--- src/rtl/tbw_pkg.sv ---
package tbw_pkg;

  typedef struct packed {
    logic tmr_en;
    logic wdt_en;
    logic irq_en;
  } tbw_en_t;

  function automatic int unsigned tap_index(int unsigned cnt_w, int unsigned tb_w,
                                            int unsigned code);
    int unsigned c;
    c = (code > tb_w) ? tb_w : code;
    return cnt_w - 1 - c;
  endfunction

endpackage

--- src/rtl/tbw_divider.sv ---
module tbw_divider #(
  parameter int unsigned PRE_W  = 8,
  parameter int unsigned TB_W   = 7,
  parameter int unsigned CODE_W = 3
) (
  input  logic              clk,
  input  logic              rst_n,
  input  logic              clr,
  input  logic [CODE_W-1:0] code,
  output logic              wave,
  output logic              tick
);
  localparam int unsigned CNT_W = PRE_W + TB_W;
  localparam int unsigned NCODE = 1 << CODE_W;

  logic [CNT_W-1:0] cnt_q, cnt_d;
  logic [NCODE-1:0] wave_v, tick_v;

  always_comb begin
    if (clr) cnt_d = '0;
    else     cnt_d = cnt_q + 1'b1;
  end

  always_ff @(posedge clk or negedge rst_n) begin
    if (!rst_n) cnt_q <= '0;
    else        cnt_q <= cnt_d;
  end

  for (genvar g = 0; g < NCODE; g++) begin : g_tap
    localparam int unsigned B = tbw_pkg::tap_index(CNT_W, TB_W, g);
    assign wave_v[g] = cnt_q[B];
    assign tick_v[g] = &cnt_q[B:0];
  end

  assign wave = wave_v[code];
  assign tick = tick_v[code] & ~clr;

  p_clr_restart_r6: assert property (@(posedge clk) disable iff (!rst_n)
    clr |=> (cnt_q == '0));
  p_free_run_r2: assert property (@(posedge clk) disable iff (!rst_n)
    !clr |=> (cnt_q == CNT_W'($past(cnt_q) + 1'b1)));
  p_tick_wraps_r2: assert property (@(posedge clk) disable iff (!rst_n)
    (tick && $stable(code)) |=> !wave);

endmodule

--- src/rtl/tbw_watchdog.sv ---
module tbw_watchdog #(
  parameter int unsigned WDT_W = 2
) (
  input  logic clk,
  input  logic rst_n,
  input  logic tick,
  input  logic wdt_en,
  input  logic wdt_clr,
  input  logic flag_clr,
  output logic flag
);
  logic [WDT_W-1:0] stage_q, stage_d;
  logic             flag_q, flag_d;
  logic             adv;

  assign adv = tick & wdt_en;

  always_comb begin
    stage_d = stage_q;
    if (wdt_clr)  stage_d = '0;
    else if (adv) stage_d = stage_q + 1'b1;
  end

  always_comb begin
    flag_d = flag_q;
    if (wdt_clr || flag_clr)  flag_d = 1'b0;
    else if (adv && &stage_q) flag_d = 1'b1;
  end

  always_ff @(posedge clk or negedge rst_n) begin
    if (!rst_n) begin
      stage_q <= '0;
      flag_q  <= 1'b0;
    end else begin
      stage_q <= stage_d;
      flag_q  <= flag_d;
    end
  end

  assign flag = flag_q;

  p_flag_sticky_r4: assert property (@(posedge clk) disable iff (!rst_n)
    (flag_q && !wdt_clr && !flag_clr) |=> flag_q);
  p_flag_needs_tick_r4: assert property (@(posedge clk) disable iff (!rst_n)
    (!flag_q && !tick) |=> !flag_q);
  p_release_r5: assert property (@(posedge clk) disable iff (!rst_n)
    (wdt_clr || flag_clr) |=> !flag_q);
  p_freeze_r9: assert property (@(posedge clk) disable iff (!rst_n)
    (!wdt_en && !wdt_clr) |=> ($stable(stage_q) && !$rose(flag_q)));

endmodule

--- src/rtl/tbw_ctrl.sv ---
module tbw_ctrl #(
  parameter int unsigned CODE_W = 3
) (
  input  logic              clk,
  input  logic              rst_n,
  input  logic              tmr_on,
  input  logic              tmr_off,
  input  logic              wdt_on,
  input  logic              wdt_off,
  input  logic              irq_on,
  input  logic              irq_off,
  input  logic              rate_wr,
  input  logic [CODE_W-1:0] rate_code,
  input  logic              wave,
  input  logic              flag,
  output logic              wdt_en,
  output logic [CODE_W-1:0] rate,
  output logic              irq_pull_low
);
  import tbw_pkg::*;

  tbw_en_t           en_q, en_d;
  logic [CODE_W-1:0] rate_q, rate_d;

  always_comb begin
    en_d = en_q;
    if (tmr_off)     en_d.tmr_en = 1'b0;
    else if (tmr_on) en_d.tmr_en = 1'b1;
    if (wdt_off)     en_d.wdt_en = 1'b0;
    else if (wdt_on) en_d.wdt_en = 1'b1;
    if (irq_off)     en_d.irq_en = 1'b0;
    else if (irq_on) en_d.irq_en = 1'b1;
    rate_d = rate_wr ? rate_code : rate_q;
  end

  always_ff @(posedge clk or negedge rst_n) begin
    if (!rst_n) begin
      en_q   <= '0;
      rate_q <= '0;
    end else begin
      en_q   <= en_d;
      rate_q <= rate_d;
    end
  end

  always_comb begin
    irq_pull_low = 1'b0;
    if (en_q.irq_en) begin
      if (en_q.wdt_en) irq_pull_low = flag;
      else             irq_pull_low = en_q.tmr_en & wave;
    end
  end

  assign wdt_en = en_q.wdt_en;
  assign rate   = rate_q;

  p_irq_gate_r3: assert property (@(posedge clk) disable iff (!rst_n)
    !en_q.irq_en |-> !irq_pull_low);
  p_prio_r7: assert property (@(posedge clk) disable iff (!rst_n)
    (en_q.irq_en && en_q.wdt_en && !flag) |-> !irq_pull_low);
  p_off_wins_r8: assert property (@(posedge clk) disable iff (!rst_n)
    (tmr_off || wdt_off || irq_off) |=>
      (!($past(tmr_off) && en_q.tmr_en) && !($past(wdt_off) && en_q.wdt_en) &&
       !($past(irq_off) && en_q.irq_en)));
  p_rate_load_r10: assert property (@(posedge clk) disable iff (!rst_n)
    !rate_wr |=> $stable(rate_q));

endmodule

--- src/rtl/tbase_wdog.sv ---
module tbase_wdog #(
  parameter int unsigned PRE_W = 8,
  parameter int unsigned TB_W  = 7,
  parameter int unsigned WDT_W = 2,
  localparam int unsigned CODE_W = $clog2(TB_W + 1)
) (
  input  logic              clk,
  input  logic              rst_n,
  input  logic              tmr_on,
  input  logic              tmr_off,
  input  logic              tmr_clr,
  input  logic              wdt_on,
  input  logic              wdt_off,
  input  logic              wdt_clr,
  input  logic              irq_on,
  input  logic              irq_off,
  input  logic              rate_wr,
  input  logic [CODE_W-1:0] rate_code,
  output logic              irq_pull_low
);
  logic [1:0]        rst_sync_q;
  logic              rst_n_i;
  logic              wave, tick, flag, wdt_en;
  logic [CODE_W-1:0] rate;

  always_ff @(posedge clk or negedge rst_n) begin
    if (!rst_n) rst_sync_q <= '0;
    else        rst_sync_q <= {rst_sync_q[0], 1'b1};
  end
  assign rst_n_i = rst_sync_q[1];

  tbw_divider #(.PRE_W(PRE_W), .TB_W(TB_W), .CODE_W(CODE_W)) u_div (
    .clk(clk), .rst_n(rst_n_i), .clr(tmr_clr), .code(rate),
    .wave(wave), .tick(tick));

  tbw_watchdog #(.WDT_W(WDT_W)) u_wdt (
    .clk(clk), .rst_n(rst_n_i), .tick(tick), .wdt_en(wdt_en),
    .wdt_clr(wdt_clr), .flag_clr(irq_off), .flag(flag));

  tbw_ctrl #(.CODE_W(CODE_W)) u_ctrl (
    .clk(clk), .rst_n(rst_n_i),
    .tmr_on(tmr_on), .tmr_off(tmr_off), .wdt_on(wdt_on), .wdt_off(wdt_off),
    .irq_on(irq_on), .irq_off(irq_off), .rate_wr(rate_wr), .rate_code(rate_code),
    .wave(wave), .flag(flag), .wdt_en(wdt_en), .rate(rate),
    .irq_pull_low(irq_pull_low));

  p_reset_quiet_r1: assert property (@(posedge clk)
    !rst_n_i |-> !irq_pull_low);

endmodule

--- config.mk ---
export PLATFORM = sky130hd
export DESIGN_NAME = tbase_wdog
export DESIGN_NICKNAME = d
export VERILOG_FILES = /design/src/rtl/tbw_pkg.sv /design/src/rtl/tbw_divider.sv /design/src/rtl/tbw_watchdog.sv /design/src/rtl/tbw_ctrl.sv /design/src/rtl/tbase_wdog.sv
export SDC_FILE = /design/constraint.sdc
export NUM_CORES = 1
export LEC_CHECK = 0
export ABC_CLOCK_PERIOD_IN_PS = 5400
export BUFFER_PORTS_ARGS = -buffer_cell sky130_fd_sc_hd__buf_2
export CORE_MARGIN = 4
export CORE_UTILIZATION = 45
export CTS_CLUSTER_SIZE = 28
export DETAILED_ROUTE_END_ITERATION = 8
export PLACE_DENSITY = 0.65
export SLEW_MARGIN = 5
export SYNTH_ARGS = -nofsm -noshare
export SYNTH_HDL_FRONTEND = slang
export SYNTH_SLANG_ARGS = --single-unit
--- constraint.sdc ---
create_clock -name clk -period 5.4 [get_ports clk]
set_clock_uncertainty 0.05 [all_clocks]
set_input_delay 1.08 -clock clk [delete_from_list [all_inputs] [get_ports clk]]
set_output_delay 1.08 -clock clk [all_outputs]
set_load 0.02 [all_outputs]
==> metrics.txt, run 1 <==
# TYPE chip_impl_metric gauge
chip_impl_metric{name="post_route_setup_tns",unit="ns"} 0
chip_impl_metric{name="clock_tree.htree_level_count",unit=""} 1
chip_impl_metric{name="drt-vias-per-instance",unit=""} 5.29
chip_impl_info{name="start_kind",value="register"} 1
chip_impl_metric{name="comb_power_share",unit="%"} 6.3
chip_impl_metric{name="detailedRoute.firstPassIterationCount",unit=""} 4
chip_impl_metric{name="number_of_synthesized_register_bits",unit=""} 26
chip_impl_metric{name="flow.area_growth_from_synthesis",unit="%"} 11.8
chip_impl_metric{name="cts_buffer_depth",unit=""} 2
chip_impl_metric{name="antenna_cells_inserted",unit=""} 0
chip_impl_metric{name="rows",unit=""} 19
chip_impl_metric{name="leakage_power_total",unit="nW"} 0.665
chip_impl_metric{name="final_antenna_net_count",unit=""} 0
chip_impl_metric{name="finalWirelength",unit="mm"} 2.18
chip_impl_metric{name="nets",unit=""} 152
chip_impl_metric{name="start_util",unit="%"} 47.4
chip_impl_info{name="rsz0062_at_grt",value="false"} 1
chip_impl_metric{name="grt_pass1_vias",unit=""} 887
chip_impl_metric{name="crit_path_max_fanout",unit=""} 8
chip_impl_metric{name="synth.yosys.seq_area_share",unit="%"} 49.8
chip_impl_metric{name="routabilityCongestion",unit=""} 0.772
chip_impl_metric{name="numCtsBuffers",unit=""} 3
chip_impl_metric{name="fmax",unit="MHz"} 329
chip_impl_metric{name="share_seq_of_total_power",unit="%"} 57.6
chip_impl_metric{name="gr-usage-all-layers",unit="%"} 13.5
chip_impl_metric{name="peakVddDrop",unit="mV"} 0.215
chip_impl_metric{name="crit_arrival",unit="ns"} 1.91
chip_impl_metric{name="timing.max_cap.violations",unit=""} 0
chip_impl_metric{name="grt_antenna_before_repair",unit=""} 0
chip_impl_info{name="clock_tree.root_cell",value="sky130_fd_sc_hd__clkbuf_4"} 1
chip_impl_metric{name="power",unit="µW"} 367
chip_impl_metric{name="fillCellCount",unit=""} 260
chip_impl_metric{name="clkSinkCount",unit=""} 26
chip_impl_metric{name="grt_pass1_wl",unit="mm"} 3.80
chip_impl_metric{name="mappedNetlistArea",unit="mm²"} 0.00131
chip_impl_metric{name="synth_warnings",unit=""} 0
chip_impl_metric{name="pwr_density_cell",unit="mW/mm²"} 252
chip_impl_metric{name="floorplan.core_area",unit="mm²"} 0.00276
chip_impl_metric{name="hpwl",unit="mm"} 1.67
chip_impl_metric{name="vias",unit=""} 873
chip_impl_metric{name="dieArea",unit="mm²"} 0.00383
chip_impl_metric{name="io-pin-count",unit=""} 15
chip_impl_info{name="run_status",value="complete, no violations"} 1
chip_impl_metric{name="final-hold-violation-count",unit=""} 0
chip_impl_metric{name="setup_violating_endpoint_count_in_the_final_report",unit=""} 0
chip_impl_metric{name="clock_latency",unit="ns"} 0.32
chip_impl_metric{name="netlist-cell-type-count",unit=""} 30
chip_impl_metric{name="drt-wirelength-per-cell",unit="µm"} 13.2
chip_impl_metric{name="netSwitchingPower",unit="µW"} 78.6
chip_impl_metric{name="internal_power",unit="µW"} 289
chip_impl_metric{name="drc_errors",unit=""} 0
chip_impl_metric{name="port_buffers",unit=""} 14
chip_impl_metric{name="cts.hold.buffers_added",unit=""} 0
chip_impl_metric{name="gr-total-overflow",unit=""} 0
chip_impl_metric{name="fin_crit",unit="ns"} 3.04
chip_impl_metric{name="critical_path_required",unit="ns"} 4.27
chip_impl_metric{name="timing_max_transition_violations_final",unit=""} 0
chip_impl_metric{name="post-cts-setup-buffer-count",unit=""} 0
chip_impl_metric{name="clk_pwr_share",unit="%"} 36.1
chip_impl_metric{name="postSynthNetCount",unit=""} 135
chip_impl_metric{name="max-slew-margin-rel",unit="%"} 37.4
chip_impl_metric{name="power.switching_fraction",unit="%"} 21.4
chip_impl_metric{name="post_route_cells_drive_above_1_share",unit="%"} 21.6
chip_impl_metric{name="postSynthAreaPerCell",unit="µm²"} 11.1
chip_impl_metric{name="part_of_the_cycle_the_worst_path_needs",unit="%"} 56.3
chip_impl_metric{name="cts_repair_resize_count",unit=""} 0
chip_impl_info{name="worstSetupEndpointType",value="primary output"} 1
chip_impl_metric{name="dr.first_iter.drc_count",unit=""} 32
chip_impl_info{name="cts_tree",value="done"} 1
chip_impl_info{name="min_path_type",value="reg -> reg"} 1
chip_impl_metric{name="grt_start_max_net_pins",unit=""} 25
chip_impl_metric{name="mapped_cells",unit=""} 118
chip_impl_metric{name="floorplan.die.width",unit="µm"} 61.9
chip_impl_info{name="worst-setup-path-type",value="reg -> out"} 1
chip_impl_metric{name="cts.reportedPaths.clkPinSlew",unit="ns"} 0.15
chip_impl_metric{name="die_y",unit="µm"} 61.9
chip_impl_metric{name="max_slew.worst_pin.slew",unit="ns"} 0.938
per-layer routing:
metal  GRT usage [%]  part of all wire, %
met4            4.85                  1.8
met2            23.2                   48
met3            2.69                  4.6
met1            16.8                   45
met5               0                    0
kinds of logic (layout without fill, tap and decap cells):
family | Yosys count | in the layout | share of synthesized area, %
AO/OA/AOI/OAI | 13 | 13 | 6.03
flip-flops | 26 | 26 | 49.8
multiplexers | 7 | 7 | 7.85
XOR/XNOR | 10 | 10 | 6.70
other | 1 | 1 | 0.287
AND/OR/NAND/NOR | 53 | 53 | 25.0
buffers and inverters | 5 | 21 | 1.44
adder cells (fa/ha/maj) | 3 | 3 | 2.87
metrics by stage:
stage	utilization (%)	area [µm²]	instances	setup WS [ns]	hold slack (ns)
floorplan	-	1310	118	2.82	0.257
global placement	51.0	1410	161	2.77	0.287
detailed placement	51.0	1410	161	2.70	0.290
CTS	52.9	1460	165	2.33	0.326
global route	52.9	1460	165	2.22	0.342
finish	52.9	1460	165	2.36	0.323
synth_stat cells:
cell,count,area share [%]
sky130_fd_sc_hd__nand2_1,5,1.4
sky130_fd_sc_hd__nor4_4,1,1.6
sky130_fd_sc_hd__nor4b_4,1,1.8
sky130_fd_sc_hd__mux2i_1,2,1.5
sky130_fd_sc_hd__a21oi_1,6,2.3
sky130_fd_sc_hd__nand4_1,2,0.96
sky130_fd_sc_hd__mux2_2,2,1.7
sky130_fd_sc_hd__xnor2_1,6,4.0
sky130_fd_sc_hd__mux4_2,2,3.4
sky130_fd_sc_hd__nor3_1,1,0.38
sky130_fd_sc_hd__a221oi_2,1,1.1
sky130_fd_sc_hd__nor4_1,1,0.48
sky130_fd_sc_hd__nor2b_1,4,1.9
sky130_fd_sc_hd__or3_1,2,0.96
sky130_fd_sc_hd__dfrtp_1,26,50
sky130_fd_sc_hd__a22o_1,1,0.67
sky130_fd_sc_hd__nand2b_1,3,1.4
sky130_fd_sc_hd__conb_1,1,0.29
sky130_fd_sc_hd__nor3b_1,1,0.57
sky130_fd_sc_hd__ha_1,3,2.9
sky130_fd_sc_hd__inv_1,3,0.86
sky130_fd_sc_hd__nand3_4,1,1.3
sky130_fd_sc_hd__nor2_1,25,7.2
sky130_fd_sc_hd__clkbuf_1,2,0.57
sky130_fd_sc_hd__nand4_4,2,3.3
sky130_fd_sc_hd__xor2_1,4,2.7
sky130_fd_sc_hd__mux2_4,1,1.1
sky130_fd_sc_hd__and2_0,1,0.48
sky130_fd_sc_hd__nand3_1,3,1.1
sky130_fd_sc_hd__o21ai_0,5,1.9
flip-flops by register name, indices dropped and copies added (netlist names):
signal / cells
u_ctrl.wdt_en: 1
u_ctrl.rate: 3
rst_sync_q: 2
u_wdt.flag: 1
u_wdt.stage_q: 2
u_div.cnt_q: 15
u_ctrl.en_q: 2
layout make-up:
type / count / area, µm² / share of cell area, %
Clock buffer: 3 / 22.5 / 1.54
Sequential cell: 26 / 651 / 44.6
Timing Repair Buffer: 14 / 70.1 / 4.80
Clock inverter: 1 / 30.0 / 2.06
Inverter: 3 / 11.3 / 0.771
Tap cell: 31 / 38.8 / 2.66
Multi-Input combinational cell: 87 / 637 / 43.6
worst max-delay path, cell delays in order, from the launching register on:
cell and delay (ns):
sky130_fd_sc_hd__dfrtp_1 0.51, sky130_fd_sc_hd__mux4_2 0.53, sky130_fd_sc_hd__mux2i_1 0.15, sky130_fd_sc_hd__nor3b_1 0.06, sky130_fd_sc_hd__a21oi_1 0.12, sky130_fd_sc_hd__nor2b_1 0.06
sky130_fd_sc_hd__buf_2 0.15
worst paths after layout:
path | cells after the start | slack [ns] | startpoint | endpoint
min in group asynchronous | 0 | 0.35 | rst_sync_q[1] | u_div.cnt_q[13]
hold reg to reg | 0 | 0.32 | rst_sync_q[0] | rst_sync_q[1]
setup / recovery | 6 | 2.36 | u_ctrl.rate[1] | irq_pull_low
setup reg to reg | 9 | 2.99 | u_div.cnt_q[0] | u_wdt.stage_q[0]
max in group asynchronous | 0 | 4.37 | rst_sync_q[1] | u_div.cnt_q[9]
hold / removal | 0 | 0.32 | rst_sync_q[0] | rst_sync_q[1]
power by group through the flow:
stage	sequential [mW]	combinational [mW]	clock, mW
after global placement	0.215	0.0225	0
final	0.212	0.0231	0.133
after floorplan	0.212	0.0167	0
after detailed placement	0.216	0.0234	0
after CTS	0.212	0.0236	0.136
after global routing	0.214	0.0263	0.145
placed cells by master, fill, tap and decap left out, types with 3 or more instances in the layout:
| master | count |
|---|---|
| sky130_fd_sc_hd__dfrtp_1 | 26 |
| sky130_fd_sc_hd__nor2_1 | 25 |
| sky130_fd_sc_hd__buf_2 | 14 |
| sky130_fd_sc_hd__xnor2_1 | 6 |
| sky130_fd_sc_hd__a21oi_1 | 6 |
| sky130_fd_sc_hd__nand2_1 | 5 |
| sky130_fd_sc_hd__o21ai_0 | 5 |
| sky130_fd_sc_hd__xor2_1 | 4 |
| sky130_fd_sc_hd__nor2b_1 | 4 |
| sky130_fd_sc_hd__nand3_1 | 3 |
| sky130_fd_sc_hd__inv_1 | 3 |
| sky130_fd_sc_hd__nand2b_1 | 3 |
| sky130_fd_sc_hd__ha_1 | 3 |
| sky130_fd_sc_hd__clkbuf_4 | 3 |
(Power assumes the default switching activity.)
==> run 2: changes to the inputs <==
--- a/config.mk
+++ b/config.mk
@@ -5,7 +5,7 @@
 export SDC_FILE = /design/constraint.sdc
 export NUM_CORES = 1
 export LEC_CHECK = 0
-export ABC_CLOCK_PERIOD_IN_PS = 5400
+export ABC_CLOCK_PERIOD_IN_PS = 2800
 export BUFFER_PORTS_ARGS = -buffer_cell sky130_fd_sc_hd__buf_2
 export CORE_MARGIN = 4
 export CORE_UTILIZATION = 45
==> constraint.sdc (replaced) <==
create_clock -name clk -period 2.8 [get_ports clk]
set_clock_uncertainty 0.05 [all_clocks]
set_input_delay 0.56 -clock clk [delete_from_list [all_inputs] [get_ports clk]]
set_output_delay 0.56 -clock clk [all_outputs]
set_load 0.02 [all_outputs]
==> run 2 against run 1 <==
Non-clock buffer count grew 1. Worst hold slack improved by 0.00073 ns. Cell area decreased by 0.43%. Cell count is 0.61% higher. Clock power rose by 33%. First-iteration DRC count shrank 38%. Via count increased by 1.4%. Critical path type unchanged. Largest cell class unchanged. Largest power group unchanged.
==> metrics.txt, run 2 (synthesis gave the netlist of run 1 again) <==
# TYPE chip_impl_metric gauge
chip_impl_metric{name="clkSinkCount",unit=""} 26
chip_impl_metric{name="io-pin-count",unit=""} 15
chip_impl_info{name="clock_tree.root_cell",value="sky130_fd_sc_hd__clkbuf_4"} 1
chip_impl_metric{name="numCtsBuffers",unit=""} 3
chip_impl_metric{name="fmax",unit="MHz"} 399
chip_impl_metric{name="crit_path_max_fanout",unit=""} 8
chip_impl_metric{name="critical_path_buf_inv_count",unit=""} 1
chip_impl_metric{name="drc_errors",unit=""} 0
chip_impl_metric{name="grt_start_max_net_pins",unit=""} 25
chip_impl_metric{name="place_ws",unit="ns"} 0.356
chip_impl_metric{name="fin_util",unit="%"} 52.7
chip_impl_metric{name="instances_no_fill",unit=""} 166
chip_impl_metric{name="crit_arrival",unit="ns"} 1.89
chip_impl_info{name="path_cells",value="mux4_2, mux2i_1, nor3b_1, a21oi_1, nor2b_1, buf_2"} 1
chip_impl_metric{name="clock_tree.htree_level_count",unit=""} 1
chip_impl_metric{name="drt-vias-per-instance",unit=""} 5.33
chip_impl_info{name="run_status",value="complete, no violations"} 1
chip_impl_info{name="grt_most_used_layer",value="met2"} 1
chip_impl_metric{name="part_of_the_cycle_the_worst_path_needs",unit="%"} 89.4
chip_impl_metric{name="final_antenna_net_count",unit=""} 0
chip_impl_metric{name="internal_power",unit="µW"} 492
chip_impl_info{name="worstSetupEndpointType",value="primary output"} 1
chip_impl_metric{name="detailedRoute.firstPassIterationCount",unit=""} 4
chip_impl_metric{name="grt_use_met1",unit="%"} 15.3
chip_impl_metric{name="power.switching_fraction",unit="%"} 22.0
chip_impl_info{name="slowest_stage",value="sky130_fd_sc_hd__mux4_2"} 1
chip_impl_metric{name="cts_buffer_depth",unit=""} 2
chip_impl_metric{name="final-hold-violation-count",unit=""} 0
chip_impl_metric{name="critical_path.max_stage_delay",unit="ns"} 0.53
chip_impl_metric{name="clk_pwr_share",unit="%"} 28.0
chip_impl_metric{name="holdWs",unit="ns"} 0.324
chip_impl_metric{name="pwr_density_cell",unit="mW/mm²"} 434
chip_impl_metric{name="post-route-cell-area",unit="mm²"} 0.00145
chip_impl_metric{name="rows",unit=""} 19
chip_impl_metric{name="max_reg_flops",unit=""} 15
chip_impl_metric{name="cts.hold.buffers_added",unit=""} 1
chip_impl_metric{name="start_util",unit="%"} 47.4
chip_impl_metric{name="regToRegSetupSlack",unit="ns"} 0.36
chip_impl_metric{name="post-cts-setup-buffer-count",unit=""} 0
chip_impl_metric{name="grt_antenna_before_repair",unit=""} 0
chip_impl_info{name="start_kind",value="register"} 1
chip_impl_metric{name="cts_repair_resize_count",unit=""} 0
chip_impl_metric{name="gr-usage-all-layers",unit="%"} 12.4
chip_impl_info{name="min_path_type",value="reg -> reg"} 1
chip_impl_metric{name="setup_ws",unit="ns"} 0.297
chip_impl_metric{name="max-slew-margin-rel",unit="%"} 36.5
chip_impl_metric{name="dieArea",unit="mm²"} 0.00383
chip_impl_metric{name="dr.first_iter.drc_count",unit=""} 20
chip_impl_metric{name="grt_pass1_vias",unit=""} 857
chip_impl_metric{name="max_slew.worst_pin.slew",unit="ns"} 0.952
chip_impl_metric{name="floorplan.core_area",unit="mm²"} 0.00276
chip_impl_metric{name="timing_max_transition_violations_final",unit=""} 0
chip_impl_metric{name="peakVddDrop",unit="mV"} 0.261
chip_impl_metric{name="use_met2",unit="%"} 21.4
chip_impl_metric{name="post_route_cells_drive_above_1_share",unit="%"} 21.5
chip_impl_metric{name="port_buffers",unit=""} 14
chip_impl_metric{name="netSwitchingPower",unit="µW"} 138
chip_impl_metric{name="antenna_cells_inserted",unit=""} 0
chip_impl_info{name="max_flop_register",value="u_div.cnt_q"} 1
chip_impl_metric{name="flow.area_growth_from_synthesis",unit="%"} 11.3
chip_impl_metric{name="nets",unit=""} 153
chip_impl_metric{name="gr-total-overflow",unit=""} 0
chip_impl_metric{name="leakage_power_total",unit="nW"} 0.662
chip_impl_metric{name="floorplan.die.width",unit="µm"} 61.9
chip_impl_metric{name="drt-wirelength-per-cell",unit="µm"} 12.7
chip_impl_info{name="critical-path-top-delay-family",value="multiplexers"} 1
chip_impl_metric{name="cts.reportedPaths.clkPinSlew",unit="ns"} 0.13
chip_impl_metric{name="grt_pass1_wl",unit="mm"} 3.55
chip_impl_metric{name="post_route_setup_tns",unit="ns"} 0
chip_impl_metric{name="clock_latency",unit="ns"} 0.30
chip_impl_metric{name="fin_crit",unit="ns"} 2.50
chip_impl_metric{name="die_y",unit="µm"} 61.9
chip_impl_metric{name="share_seq_of_total_power",unit="%"} 64.8
chip_impl_metric{name="power",unit="µW"} 631
chip_impl_info{name="final_common_cell",value="sky130_fd_sc_hd__dfrtp_1"} 1
chip_impl_metric{name="setup_violating_endpoint_count_in_the_final_report",unit=""} 0
chip_impl_info{name="cts_tree",value="done"} 1
chip_impl_info{name="worst-setup-path-type",value="reg -> out"} 1
chip_impl_metric{name="grt_util_met3",unit="%"} 2.48
chip_impl_metric{name="timing.max_cap.violations",unit=""} 0
chip_impl_metric{name="vias",unit=""} 885
chip_impl_info{name="rsz0062_at_grt",value="false"} 1
chip_impl_metric{name="critical_path_required",unit="ns"} 2.19
chip_impl_metric{name="hpwl",unit="mm"} 1.60
chip_impl_metric{name="finalWirelength",unit="mm"} 2.10
chip_impl_metric{name="dp.cells",unit=""} 161
chip_impl_info{name="most-common-layout-cells",value="26 x sky130_fd_sc_hd__dfrtp_1, 25 x sky130_fd_sc_hd__nor2_1, 14 x sky130_fd_sc_hd__buf_2"} 1
chip_impl_metric{name="routabilityCongestion",unit=""} 0.800
chip_impl_metric{name="post_dp_cell_area",unit="mm²"} 0.00141
chip_impl_metric{name="comb_power_share",unit="%"} 7.1
[run 2: cell count changes in the layout (fill, tap and decap cells not counted)]
cell	delta
sky130_fd_sc_hd__bufinv_16	-1
sky130_fd_sc_hd__clkbuf_8	+1
sky130_fd_sc_hd__dlygate4sd3_1	+1
[run 2: worst paths after layout]
| check | from | to | depth (start not counted) |
|---|---|---|---|
| max | u_ctrl.rate[1] | irq_pull_low | 6 |
| min in group asynchronous | rst_sync_q[1] | u_div.cnt_q[14] | 0 |
| max in group asynchronous | rst_sync_q[1] | u_div.cnt_q[13] | 0 |
| min | rst_sync_q[0] | rst_sync_q[1] | 0 |
| max reg2reg | u_div.cnt_q[0] | u_wdt.stage_q[0] | 9 |
| min reg2reg | rst_sync_q[0] | rst_sync_q[1] | 0 |
[run 2: layer usage]
layer / routed length, µm / vias up
met5: 0 / -
met4: 16 / 0
met3: 92 / 2
met2: 1030 / 17
met1: 963 / 425
li1: - / 441
[run 2: area by class of cell]
class | instances | area, µm²
clock buffers | 4 | 36.3
flip-flops and latches | 26 | 651
fillers | 252 | 1300
multi-input cells | 87 | 637
repair buffers | 15 | 80.1
well taps | 31 | 38.8
inverters | 3 | 11.3
[run 2: power by group through the flow]
stage | Sequential, mW | Clock [mW] | Combinational (mW)
after floorplan | 0.409 | 0 | 0.0322
after global placement | 0.416 | 0 | 0.0427
after detailed placement | 0.417 | 0 | 0.0443
after CTS | 0.410 | 0.193 | 0.0456
after global routing | 0.413 | 0.205 | 0.0507
final | 0.409 | 0.177 | 0.0451
==> run 3: changes to the inputs <==
--- a/config.mk
+++ b/config.mk
@@ -15,4 +15,6 @@
 export SLEW_MARGIN = 5
 export SYNTH_ARGS = -nofsm -noshare
 export SYNTH_HDL_FRONTEND = slang
+export SYNTH_HIERARCHICAL = 1
 export SYNTH_SLANG_ARGS = --single-unit
+export TNS_END_PERCENT = 50
==> run 3 against run 2 <==
Worst hold slack lost 0.0077 ns. Wire length grew 1.7%. Sequential share of layout area grew 0.62 points. Non-clock buffer count is the same. Synthesized cell count shrank 0.85%. Global-route usage grew 1.1 points. Critical path depth shrank 1. Via count grew 1.4%. Cell count shrank 0.60%. Critical endpoint unchanged.
==> metrics.txt, run 3 <==
# TYPE chip_impl_metric gauge
chip_impl_info{name="run_status",value="complete, no violations"} 1
chip_impl_metric{name="synth_warnings",unit=""} 6
chip_impl_metric{name="postSynthAreaPerCell",unit="µm²"} 11.0
chip_impl_metric{name="floorplan.core_area",unit="mm²"} 0.00276
chip_impl_metric{name="netSwitchingPower",unit="µW"} 144
chip_impl_metric{name="port_buffers",unit=""} 14
chip_impl_metric{name="final-hold-violation-count",unit=""} 0
chip_impl_info{name="min_path_type",value="reg -> reg"} 1
chip_impl_metric{name="drc_errors",unit=""} 0
chip_impl_metric{name="power.switching_fraction",unit="%"} 22.8
chip_impl_info{name="post_synth_most_frequent_cells",value="26 x sky130_fd_sc_hd__dfrtp_1, 20 x sky130_fd_sc_hd__nor2_1, 8 x sky130_fd_sc_hd__xnor2_1"} 1
chip_impl_metric{name="grt_pass1_wl",unit="mm"} 3.85
chip_impl_metric{name="comb_power_share",unit="%"} 6.0
chip_impl_metric{name="clkSinkCount",unit=""} 26
chip_impl_metric{name="final_antenna_net_count",unit=""} 0
chip_impl_metric{name="max-slew-margin-rel",unit="%"} 37.3
chip_impl_metric{name="crit_path_max_fanout",unit=""} 7
chip_impl_info{name="top_cells_by_area_in_the_synthesized_netlist",value="sky130_fd_sc_hd__dfrtp_1 50%, sky130_fd_sc_hd__nor2_1 5.8%, sky130_fd_sc_hd__xnor2_1 5.4%"} 1
chip_impl_metric{name="synth.yosys.seq_area_share",unit="%"} 50.4
chip_impl_info{name="start_kind",value="register"} 1
chip_impl_metric{name="nets",unit=""} 152
chip_impl_metric{name="crit_arrival",unit="ns"} 1.96
chip_impl_metric{name="detailedRoute.firstPassIterationCount",unit=""} 4
chip_impl_info{name="cts_tree",value="done"} 1
chip_impl_metric{name="drt-wirelength-per-cell",unit="µm"} 13.0
chip_impl_metric{name="grt_start_max_net_pins",unit=""} 25
chip_impl_metric{name="numCtsBuffers",unit=""} 3
chip_impl_metric{name="gr-usage-all-layers",unit="%"} 13.5
chip_impl_metric{name="netlist-cell-type-count",unit=""} 38
chip_impl_metric{name="max_slew.worst_pin.slew",unit="ns"} 0.941
chip_impl_metric{name="fin_crit",unit="ns"} 2.57
chip_impl_metric{name="dieArea",unit="mm²"} 0.00379
chip_impl_metric{name="start_util",unit="%"} 46.8
chip_impl_metric{name="grt_antenna_before_repair",unit=""} 0
chip_impl_metric{name="routabilityCongestion",unit=""} 0.817
chip_impl_info{name="clock_tree.root_cell",value="sky130_fd_sc_hd__clkbuf_4"} 1
chip_impl_metric{name="timing_max_transition_violations_final",unit=""} 0
chip_impl_metric{name="mapped_cells",unit=""} 117
chip_impl_metric{name="critical_path_required",unit="ns"} 2.19
chip_impl_metric{name="rows",unit=""} 19
chip_impl_metric{name="grt_pass1_vias",unit=""} 896
chip_impl_metric{name="io-pin-count",unit=""} 15
chip_impl_metric{name="internal_power",unit="µW"} 490
chip_impl_metric{name="timing.max_cap.violations",unit=""} 0
chip_impl_metric{name="flow.area_growth_from_synthesis",unit="%"} 11.2
chip_impl_metric{name="part_of_the_cycle_the_worst_path_needs",unit="%"} 91.7
chip_impl_metric{name="fmax",unit="MHz"} 389
chip_impl_metric{name="power",unit="µW"} 634
chip_impl_metric{name="peakVddDrop",unit="mV"} 0.312
chip_impl_metric{name="whs_path_depth",unit=""} 0
chip_impl_info{name="worst-setup-path-type",value="reg -> out"} 1
chip_impl_metric{name="mappedNetlistArea",unit="mm²"} 0.00129
chip_impl_metric{name="floorplan.die.width",unit="µm"} 61.5
chip_impl_info{name="yosys.area.top_type",value="sky130_fd_sc_hd__dfrtp_1"} 1
chip_impl_metric{name="postSynthNetCount",unit=""} 134
chip_impl_metric{name="cts_buffer_depth",unit=""} 2
chip_impl_info{name="final_common_cell",value="sky130_fd_sc_hd__dfrtp_1"} 1
chip_impl_metric{name="cts.reportedPaths.clkPinSlew",unit="ns"} 0.14
chip_impl_metric{name="antenna_cells_inserted",unit=""} 0
chip_impl_metric{name="post_route_setup_tns",unit="ns"} 0
chip_impl_metric{name="dr.first_iter.drc_count",unit=""} 38
chip_impl_metric{name="leakage_power_total",unit="nW"} 0.643
chip_impl_metric{name="async_reset_ff_share",unit="%"} 100
chip_impl_metric{name="hpwl",unit="mm"} 1.55
chip_impl_metric{name="max_reg_flops",unit=""} 15
chip_impl_metric{name="die_y",unit="µm"} 61.5
chip_impl_info{name="most-common-layout-cells",value="26 x sky130_fd_sc_hd__dfrtp_1, 20 x sky130_fd_sc_hd__nor2_1, 14 x sky130_fd_sc_hd__buf_2"} 1
chip_impl_info{name="rsz0062_at_grt",value="false"} 1
chip_impl_info{name="synth_ff_type",value="sky130_fd_sc_hd__dfrtp_1"} 1
chip_impl_info{name="yosys.cell_count.top_type",value="sky130_fd_sc_hd__dfrtp_1"} 1
chip_impl_metric{name="fin_util",unit="%"} 52.0
chip_impl_info{name="max_flop_register",value="u_div/cnt_q"} 1
chip_impl_metric{name="gr-total-overflow",unit=""} 0
chip_impl_metric{name="synth_edf_count",unit=""} 0
chip_impl_metric{name="post_route_cells_drive_above_1_share",unit="%"} 23.1
chip_impl_metric{name="synth_top_cell_area_share",unit="%"} 50.4
chip_impl_metric{name="finalWirelength",unit="mm"} 2.14
chip_impl_metric{name="clk_pwr_share",unit="%"} 29.5
chip_impl_metric{name="number_of_synthesized_register_bits",unit=""} 26
chip_impl_metric{name="drt-vias-per-instance",unit=""} 5.44
chip_impl_metric{name="setup_violating_endpoint_count_in_the_final_report",unit=""} 0
chip_impl_metric{name="vias",unit=""} 897
chip_impl_metric{name="pwr_density_cell",unit="mW/mm²"} 442
chip_impl_info{name="worstSetupEndpointType",value="primary output"} 1
chip_impl_metric{name="worst_r2r_path_depth",unit=""} 9
chip_impl_metric{name="share_seq_of_total_power",unit="%"} 64.5
chip_impl_metric{name="clock_tree.htree_level_count",unit=""} 1
chip_impl_metric{name="clock_latency",unit="ns"} 0.31
run 3: path summary, 6_finish.rpt:
check / to / start / slack, ns
max in group asynchronous: u_div/cnt_q[11] / rst_sync_q[1] / 1.79
min in group asynchronous: u_div/cnt_q[9] / rst_sync_q[1] / 0.34
hold / removal: rst_sync_q[1] / rst_sync_q[0] / 0.32
setup / recovery: irq_pull_low / u_ctrl/rate[1] / 0.23
hold reg to reg: rst_sync_q[1] / rst_sync_q[0] / 0.32
setup reg to reg: u_wdt/flag / u_div/cnt_q[0] / 0.59
run 3: worst max-delay path: stages, from the launching register on:
cell and delay (ns):
sky130_fd_sc_hd__dfrtp_1 0.50, sky130_fd_sc_hd__mux4_1 0.57, sky130_fd_sc_hd__mux2_2 0.28, sky130_fd_sc_hd__nand4b_1 0.09, sky130_fd_sc_hd__nand2_1 0.05, sky130_fd_sc_hd__buf_2 0.15
run 3: through the flow:
stage / setup WS (ns) / instances / hold WS (ns) / area, µm²
global placement: 0.595 / 160 / 0.290 / 1390
detailed placement: 0.582 / 160 / 0.286 / 1390
CTS: 0.214 / 165 / 0.309 / 1430
finish: 0.231 / 165 / 0.316 / 1430
floorplan: 0.739 / 117 / 0.214 / 1290
global route: 0.0991 / 165 / 0.295 / 1430
run 3: final cells by class:
cell class	count	area, µm²
clock buffers	4	36.3
fillers	243	1320
inverters	3	11.3
multi-input cells	86	617
flip-flops and latches	26	651
well taps	31	38.8
repair buffers	15	80.1
run 3: what timing repair did:
item	CTS	global route
endpoints found under the hold margin	2	0
gates resized for setup	0	0
setup buffers	0	0
hold buffers	1	0
run 3: cell families (layout without fill, tap and decap cells):
logic type      after synthesis  count (layout)  synth area share [%]
compound gates               15              15                  8.15
xor+xnor                      9               9                  6.11
fa+ha+maj                     3               3                  2.91
buf+inv                       5              22                  1.75
flops                        26              26                  50.4
mux                           7               7                  8.44
other cells                   1               1                 0.291
simple gates                 51              51                  21.9
run 3: power groups by stage:
stage	clock, mW	combinational [mW]	sequential [mW]
2_1_floorplan	0	0.0253	0.411
3_3_place_gp	0	0.0364	0.416
3_5_place_dp	0	0.0373	0.417
4_1_cts	0.195	0.0387	0.410
5_1_grt	0.211	0.0444	0.413
6_report	0.187	0.0383	0.409
run 3: per-layer routing:
| metal | GRT usage, % | routed length [µm] | up-vias |
|---|---|---|---|
| met5 | 0 | 0 | - |
| met4 | 5.45 | 16 | 0 |
| met3 | 2.52 | 94 | 2 |
| met2 | 20.3 | 982 | 21 |
| met1 | 19.0 | 1040 | 431 |
| li1 | - | - | 443 |
